$ cat src/rtl/keybank_pkg.sv
package keybank_pkg;
  parameter int WORD_W     = 32;
  parameter int NUM_WORDS  = 8;
  parameter int NUM_SHARES = 2;

  localparam int TOTAL_WORDS = NUM_WORDS * NUM_SHARES;
  localparam int IDX_W       = $clog2(TOTAL_WORDS);
  localparam int WSEL_W      = $clog2(NUM_WORDS);
  localparam int KEY_W       = WORD_W * NUM_WORDS;
  localparam int WORDS_128   = 128 / WORD_W;
  localparam int WORDS_192   = 192 / WORD_W;

  typedef enum logic [1:0] {
    LEN_128 = 2'b00,
    LEN_192 = 2'b01,
    LEN_256 = 2'b10
  } keyLen_e;

  typedef enum logic {
    ST_READY,
    ST_WIPE
  } ctrlState_e;

  typedef struct packed {
    logic             load;
    logic             fromLfsr;
    logic [IDX_W-1:0] idx;
    logic             advance;
  } bankStrobe_t;
endpackage

$ cat src/rtl/keybank_ctrl.sv
module keybank_ctrl
  import keybank_pkg::*;
(
  input  logic                   clk,
  input  logic                   rstN,
  input  logic                   wrEn,
  input  logic [IDX_W-1:0]       wrAddr,
  input  logic                   idle,
  input  logic                   clearReq,
  output bankStrobe_t            strobe,
  output logic [TOTAL_WORDS-1:0] written,
  output logic                   keyValid,
  output logic                   clearing
);
  localparam logic [IDX_W-1:0] LAST_IDX = IDX_W'(TOTAL_WORDS - 1);

  ctrlState_e       state;
  logic [IDX_W-1:0] wipeIdx;
  logic             acceptWr;

  assign acceptWr = wrEn && idle && (state == ST_READY) && !clearReq;
  assign clearing = (state == ST_WIPE);
  assign keyValid = &written;

  always_comb begin
    strobe = '0;
    if (state == ST_WIPE) begin
      strobe.load     = 1'b1;
      strobe.fromLfsr = 1'b1;
      strobe.idx      = wipeIdx;
      strobe.advance  = 1'b1;
    end else if (acceptWr) begin
      strobe.load = 1'b1;
      strobe.idx  = wrAddr;
    end
  end

  always_ff @(posedge clk or negedge rstN) begin
    if (!rstN) begin
      state   <= ST_READY;
      wipeIdx <= '0;
      written <= '0;
    end else begin
      case (state)
        ST_READY: begin
          if (clearReq) begin
            state   <= ST_WIPE;
            wipeIdx <= '0;
            written <= '0;
          end else if (acceptWr) begin
            written[wrAddr] <= 1'b1;
          end
        end
        ST_WIPE: begin
          wipeIdx <= wipeIdx + 1'b1;
          if (wipeIdx == LAST_IDX) state <= ST_READY;
        end
        default: state <= ST_READY;
      endcase
    end
  end
endmodule

$ cat src/rtl/keybank_datapath.sv
module keybank_datapath
  import keybank_pkg::*;
#(
  parameter logic [WORD_W-1:0] SEED = 32'h1F2E3D4C,
  parameter logic [WORD_W-1:0] TAPS = 32'h80200003
) (
  input  logic              clk,
  input  logic              rstN,
  input  bankStrobe_t       strobe,
  input  logic [WORD_W-1:0] wrData,
  input  logic [1:0]        keyLen,
  output logic [KEY_W-1:0]  keyOut
);
  logic [WORD_W-1:0] bank [TOTAL_WORDS];
  logic [WORD_W-1:0] lfsr;
  logic [WSEL_W:0]   activeWords;

  function automatic logic [WORD_W-1:0] stepLfsr(input logic [WORD_W-1:0] s);
    return {1'b0, s[WORD_W-1:1]} ^ (s[0] ? TAPS : '0);
  endfunction

  always_ff @(posedge clk or negedge rstN) begin
    if (!rstN) begin
      for (int i = 0; i < TOTAL_WORDS; i++) bank[i] <= '0;
      lfsr <= SEED;
    end else begin
      if (strobe.load) bank[strobe.idx] <= strobe.fromLfsr ? lfsr : wrData;
      if (strobe.advance) lfsr <= stepLfsr(lfsr);
    end
  end

  always_comb begin
    case (keyLen)
      LEN_128: activeWords = (WSEL_W+1)'(WORDS_128);
      LEN_192: activeWords = (WSEL_W+1)'(WORDS_192);
      default: activeWords = (WSEL_W+1)'(NUM_WORDS);
    endcase
  end

  for (genvar w = 0; w < NUM_WORDS; w++) begin : g_word
    localparam logic [WSEL_W:0] W_POS = (WSEL_W+1)'(w);
    assign keyOut[w*WORD_W +: WORD_W] =
      (W_POS < activeWords) ? (bank[w] ^ bank[NUM_WORDS + w]) : '0;
  end
endmodule

$ cat src/rtl/masked_key_bank.sv
module masked_key_bank
  import keybank_pkg::*;
#(
  parameter logic [31:0] SEED = 32'h1F2E3D4C
) (
  input  logic          clk,
  input  logic          rstN,
  input  logic          wrEn,
  input  logic [3:0]    wrAddr,
  input  logic [31:0]   wrData,
  input  logic          idle,
  input  logic [1:0]    keyLen,
  input  logic          clearReq,
  output logic [255:0]  keyOut,
  output logic          keyValid,
  output logic [15:0]   wordWritten
);
  bankStrobe_t strobe;
  logic        clearing;

  keybank_ctrl u_ctrl (
    .clk      (clk),
    .rstN     (rstN),
    .wrEn     (wrEn),
    .wrAddr   (wrAddr),
    .idle     (idle),
    .clearReq (clearReq),
    .strobe   (strobe),
    .written  (wordWritten),
    .keyValid (keyValid),
    .clearing (clearing)
  );

  keybank_datapath #(.SEED(SEED)) u_dp (
    .clk    (clk),
    .rstN   (rstN),
    .strobe (strobe),
    .wrData (wrData),
    .keyLen (keyLen),
    .keyOut (keyOut)
  );
endmodule

$ cat config.mk
export PLATFORM = sky130hd
export DESIGN_NAME = masked_key_bank
export DESIGN_NICKNAME = d
export VERILOG_FILES = /design/src/rtl/keybank_pkg.sv /design/src/rtl/keybank_ctrl.sv /design/src/rtl/keybank_datapath.sv /design/src/rtl/masked_key_bank.sv
export SDC_FILE = /design/constraint.sdc
export NUM_CORES = 1
export LEC_CHECK = 0
export ABC_AREA = 1
export CORE_AREA = 2 2 287 289
export CTS_BUF_LIST = sky130_fd_sc_hd__clkbuf_8
export DETAILED_ROUTE_END_ITERATION = 8
export DIE_AREA = 0 0 289 291
export DONT_BUFFER_PORTS = 1
export GPL_TIMING_DRIVEN = 0
export HOLD_SLACK_MARGIN = 0.03
export PLACE_DENSITY = 0.43
export SYNTH_ARGS = -nofsm -noshare
export SYNTH_HDL_FRONTEND = slang
export SYNTH_SLANG_ARGS = --single-unit
$ cat constraint.sdc
create_clock -name clk -period 5 [get_ports clk]
set_input_delay 0.75 -clock clk [delete_from_list [all_inputs] [get_ports clk]]
set_output_delay 0.75 -clock clk [all_outputs]
set_load 0.02 [all_outputs]
==> flow_summary_export.csv <==
group,metric,value,unit
route,drc,0,
floorplanning,rows,105,
synthesis,synth-edff-count,0,
synthesis,ys_ff_latch,565,
synthesis,synth_top_cell_by_area,"dfrtp_1",
clock_network,cts_tree,"yes",
grt,grt_max_degree,566,
setup_path,required,4.25,ns
synthesis,syn-cell-area,0.0242,mm²
synthesis,ys_dominant_reg_cell,"dfrtp_1",
placement,hpwlAfterDp,60000,µm
route,ant_nets,0,
synthesis,netlist_instances,2623,
pwr,cellLeakagePower,14.1,nW
clock_network,cts_resized,0,
clock_network,clockBufferDepth,3,
placement,dp.cells,3694,
grt,grt.total_usage,20.4,%
layout,layout_common_cells,"nand2_1 (1010), dfrtp_1 (548), o21ai_1 (314), xor2_1 (129), clkbuf_8 (127)",
clock_network,cts_root_buf,"clkbuf_8",
placement,io_buffers,0,
sta,slew_headroom,-53.9,%
sta,final-setup-viol-count,0,
layout,seq_area,0.0142,mm²
floorplanning,io_pins,316,
synthesis,syn_nets,2667,
clock_network,cts_buffers,103,
synthesis,async_flop_share,100,%
route,wirelength,86300,µm
route,vias_per_cell,4.79,
sta,worst_pin_slew,2.31,ns
worst_hold_path,hp-class,"input port to asynchronous set/reset pin",
layout,final_common_cell,"nand2_1",
pwr,powerDensity,693,mW/mm²
setup_path,max_stage_delay,0.72,ns
sta,fin_setup_tns,0,ns
clock_network,clkTransAtPathRegs,0.06,ns
synthesis,synth_seq_area_share,58.5,%
sta,finClkSkew,0.0548,ns
setup_path,cpMostUsedCell,"clkbuf_1",
setup_path,rrSetupSlack,2.42,ns
synthesis,synth.avg_cell_area,9.22,µm²
grt,grt_first_pass_wirelength,126000,µm
layout,fin_nets,2773,
sta,drv_slew,357,
floorplanning,core,0.0812,mm²
clock_network,ctsHtreeMaxLevel,3,
status,status,"finished with violations",
sta,rsz0062_at_grt,"no",
placement,gp_congestion,0.811,
clock_network,clk_latency,0.73,ns
setup_path,reg2reg_depth,8,
sta,finalHoldViolations,171,
setup_path,crit_path_cell_trace,"clkbuf_1 > clkbuf_1 > o21ai_0 > a21oi_1",
sta,period_needed,3.56,ns
run,drv_cap,0,
setup_path,start_kind,"input port",
clock_network,postCtsSetupBuffers,0,
sta,finalCritPeriodShare,71.2,%
route,wl_per_cell,22.2,µm
layout,fill_cells,8421,
grt,antenna_found_initial,12,
route,drtIter0Drc,1579,
grt,grt_pass1_vias,18700,
status,violations,"hold timing, slew limit",
grt,grt-ovfl-total,0,
layout,drive_gt1_share,10.6,%
layout,instances_no_fill,3879,
setup_path,crit_path_max_fanout,10,
setup_path,cp-end-kind,"output pin",
clock_network,clock-sinks,565,
floorplanning,die_area,0.0841,mm²
setup_path,slowest_stage,"a21oi_1",
setup_path,path_class,"input port to output pin",
synthesis,ys_types,31,
route,drt-pass1-iter-count,5,
sta,max_freq,281,MHz
layout,area_delta_synth_final,14.2,%
floorplanning,initial_core_util,29.8,%
floorplanning,die-width,289,µm
layout,multi_input_area,0.00912,mm²
floorplanning,fp.dieH,291,µm
synthesis,ys_warn_count,0,
synthesis,ys_top_cells_by_area,"dfrtp_1 (57%), nand2_1 (16%), o21ai_1 (6.5%), xor2_1 (4.7%), xnor2_1 (2.3%)",
synthesis,synth_top_area_share,56.7,%
setup_path,crit_arrival,2.81,ns
route,vias,18600,
pwr,peakVddDrop,0.000259,V
sta,holdWs,-0.136,ns
==> flip-flops by register name, summed over array words and instances, names as in the netlist <==
| register | count |
|---|---|
| u_dp.bank | 512 |
| u_dp.lfsr | 32 |
| u_ctrl.written | 16 |
| u_ctrl.wipeIdx | 4 |
| u_ctrl.clearing | 1 |
==> worst paths after layout <==
kind	startpoint	end
max in group asynchronous	rstN	u_ctrl.written[9]
min in group clk	clearReq	u_ctrl.clearing
worst max register to register	u_ctrl.clearing	u_dp.bank[276]
worst min register to register	u_dp.lfsr[22]	u_dp.lfsr[21]
worst min-delay path	rstN	u_dp.bank[507]
worst max-delay path	keyLen[1]	keyOut[236]
==> cell usage after synthesis (2+ instances only) <==
| cell | instances |
|---|---|
| xor2_1 | 129 |
| nor3_1 | 3 |
| a22o_1 | 2 |
| clkbuf_1 | 32 |
| a21oi_1 | 78 |
| nor2_2 | 5 |
| dfstp_2 | 17 |
| o21ai_0 | 105 |
| nor2_8 | 7 |
| o21ai_1 | 314 |
| dfrtp_1 | 548 |
| nand3_4 | 4 |
| buf_2 | 71 |
| nand2_4 | 12 |
| inv_1 | 42 |
| inv_2 | 5 |
| a31oi_1 | 4 |
| buf_4 | 12 |
| nor2_1 | 95 |
| nand2_2 | 2 |
| xnor2_1 | 64 |
| buf_6 | 15 |
| nand2_8 | 4 |
| nand2_1 | 1010 |
| nand4_1 | 37 |
==> routing by layer <==
layer  wire [µm]  GRT usage, %
met1       35700          25.9
met4        2450          6.56
met2       40300          32.6
met5          34             0
met3        7810          6.93
==> critical path, delay by kind of cell <==
| kind | cells | cell delay (ns) |
|---|---|---|
| AOI/OAI and AO/OA | 2 | 0.89 |
| buffers and inverters | 2 | 1.15 |
==> kinds of logic (layout without fill, tap and decap cells) <==
family | count (synthesis) | count (layout) | share of synthesized area (%)
and+or+nand+nor | 1182 | 1182 | 20.2
xor gates and xnor gates | 193 | 193 | 6.99
DFF | 565 | 565 | 58.5
adders and majority gates | 1 | 1 | 0.0517
buffers and inverters | 179 | 358 | 3.80
AOI/OAI and AO/OA | 503 | 503 | 10.5
other | 0 | 7 | 0
==> report_power, final <==
group | leakage, nW | internal, mW | switching (mW)
Combinational | 5.16 | 1.78 | 5.92
Clock | 1.20 | 2.39 | 2.02
Sequential | 7.75 | 5.99 | 1.04
Total | 14.1 | 10.2 | 8.98
==> final cells by class <==
| class | count | area share [%] |
|---|---|---|
| buffer | 131 | 2.67 |
| antenna | 7 | 0.0634 |
| inverter | 48 | 0.657 |
| clock buffer | 127 | 6.33 |
| timing repair buffer | 1 | 0.0543 |
| multi-input combinational | 1879 | 33.0 |
| sequential | 565 | 51.2 |
| clock inverter | 51 | 1.14 |
| tap | 1070 | 4.85 |
==> through the flow <==
step / setup slack (ns) / area (µm²) / utilization [%] / hold slack, ns / total power [mW]
5_1_grt: 1.45 / 27600 / 34.0 / -0.230 / 20.3
4_1_cts: 1.50 / 27600 / 34.0 / -0.324 / 19.4
3_3_place_gp: 1.44 / 25500 / 31.4 / 0.452 / 14.7
3_5_place_dp: 1.51 / 25500 / 31.5 / 0.455 / 14.9
2_1_floorplan: 2.59 / 24200 / - / 0.424 / 12.3
6_report: 1.44 / 27600 / 34.0 / -0.136 / 19.1
Power figures use the tool's default switching activity.
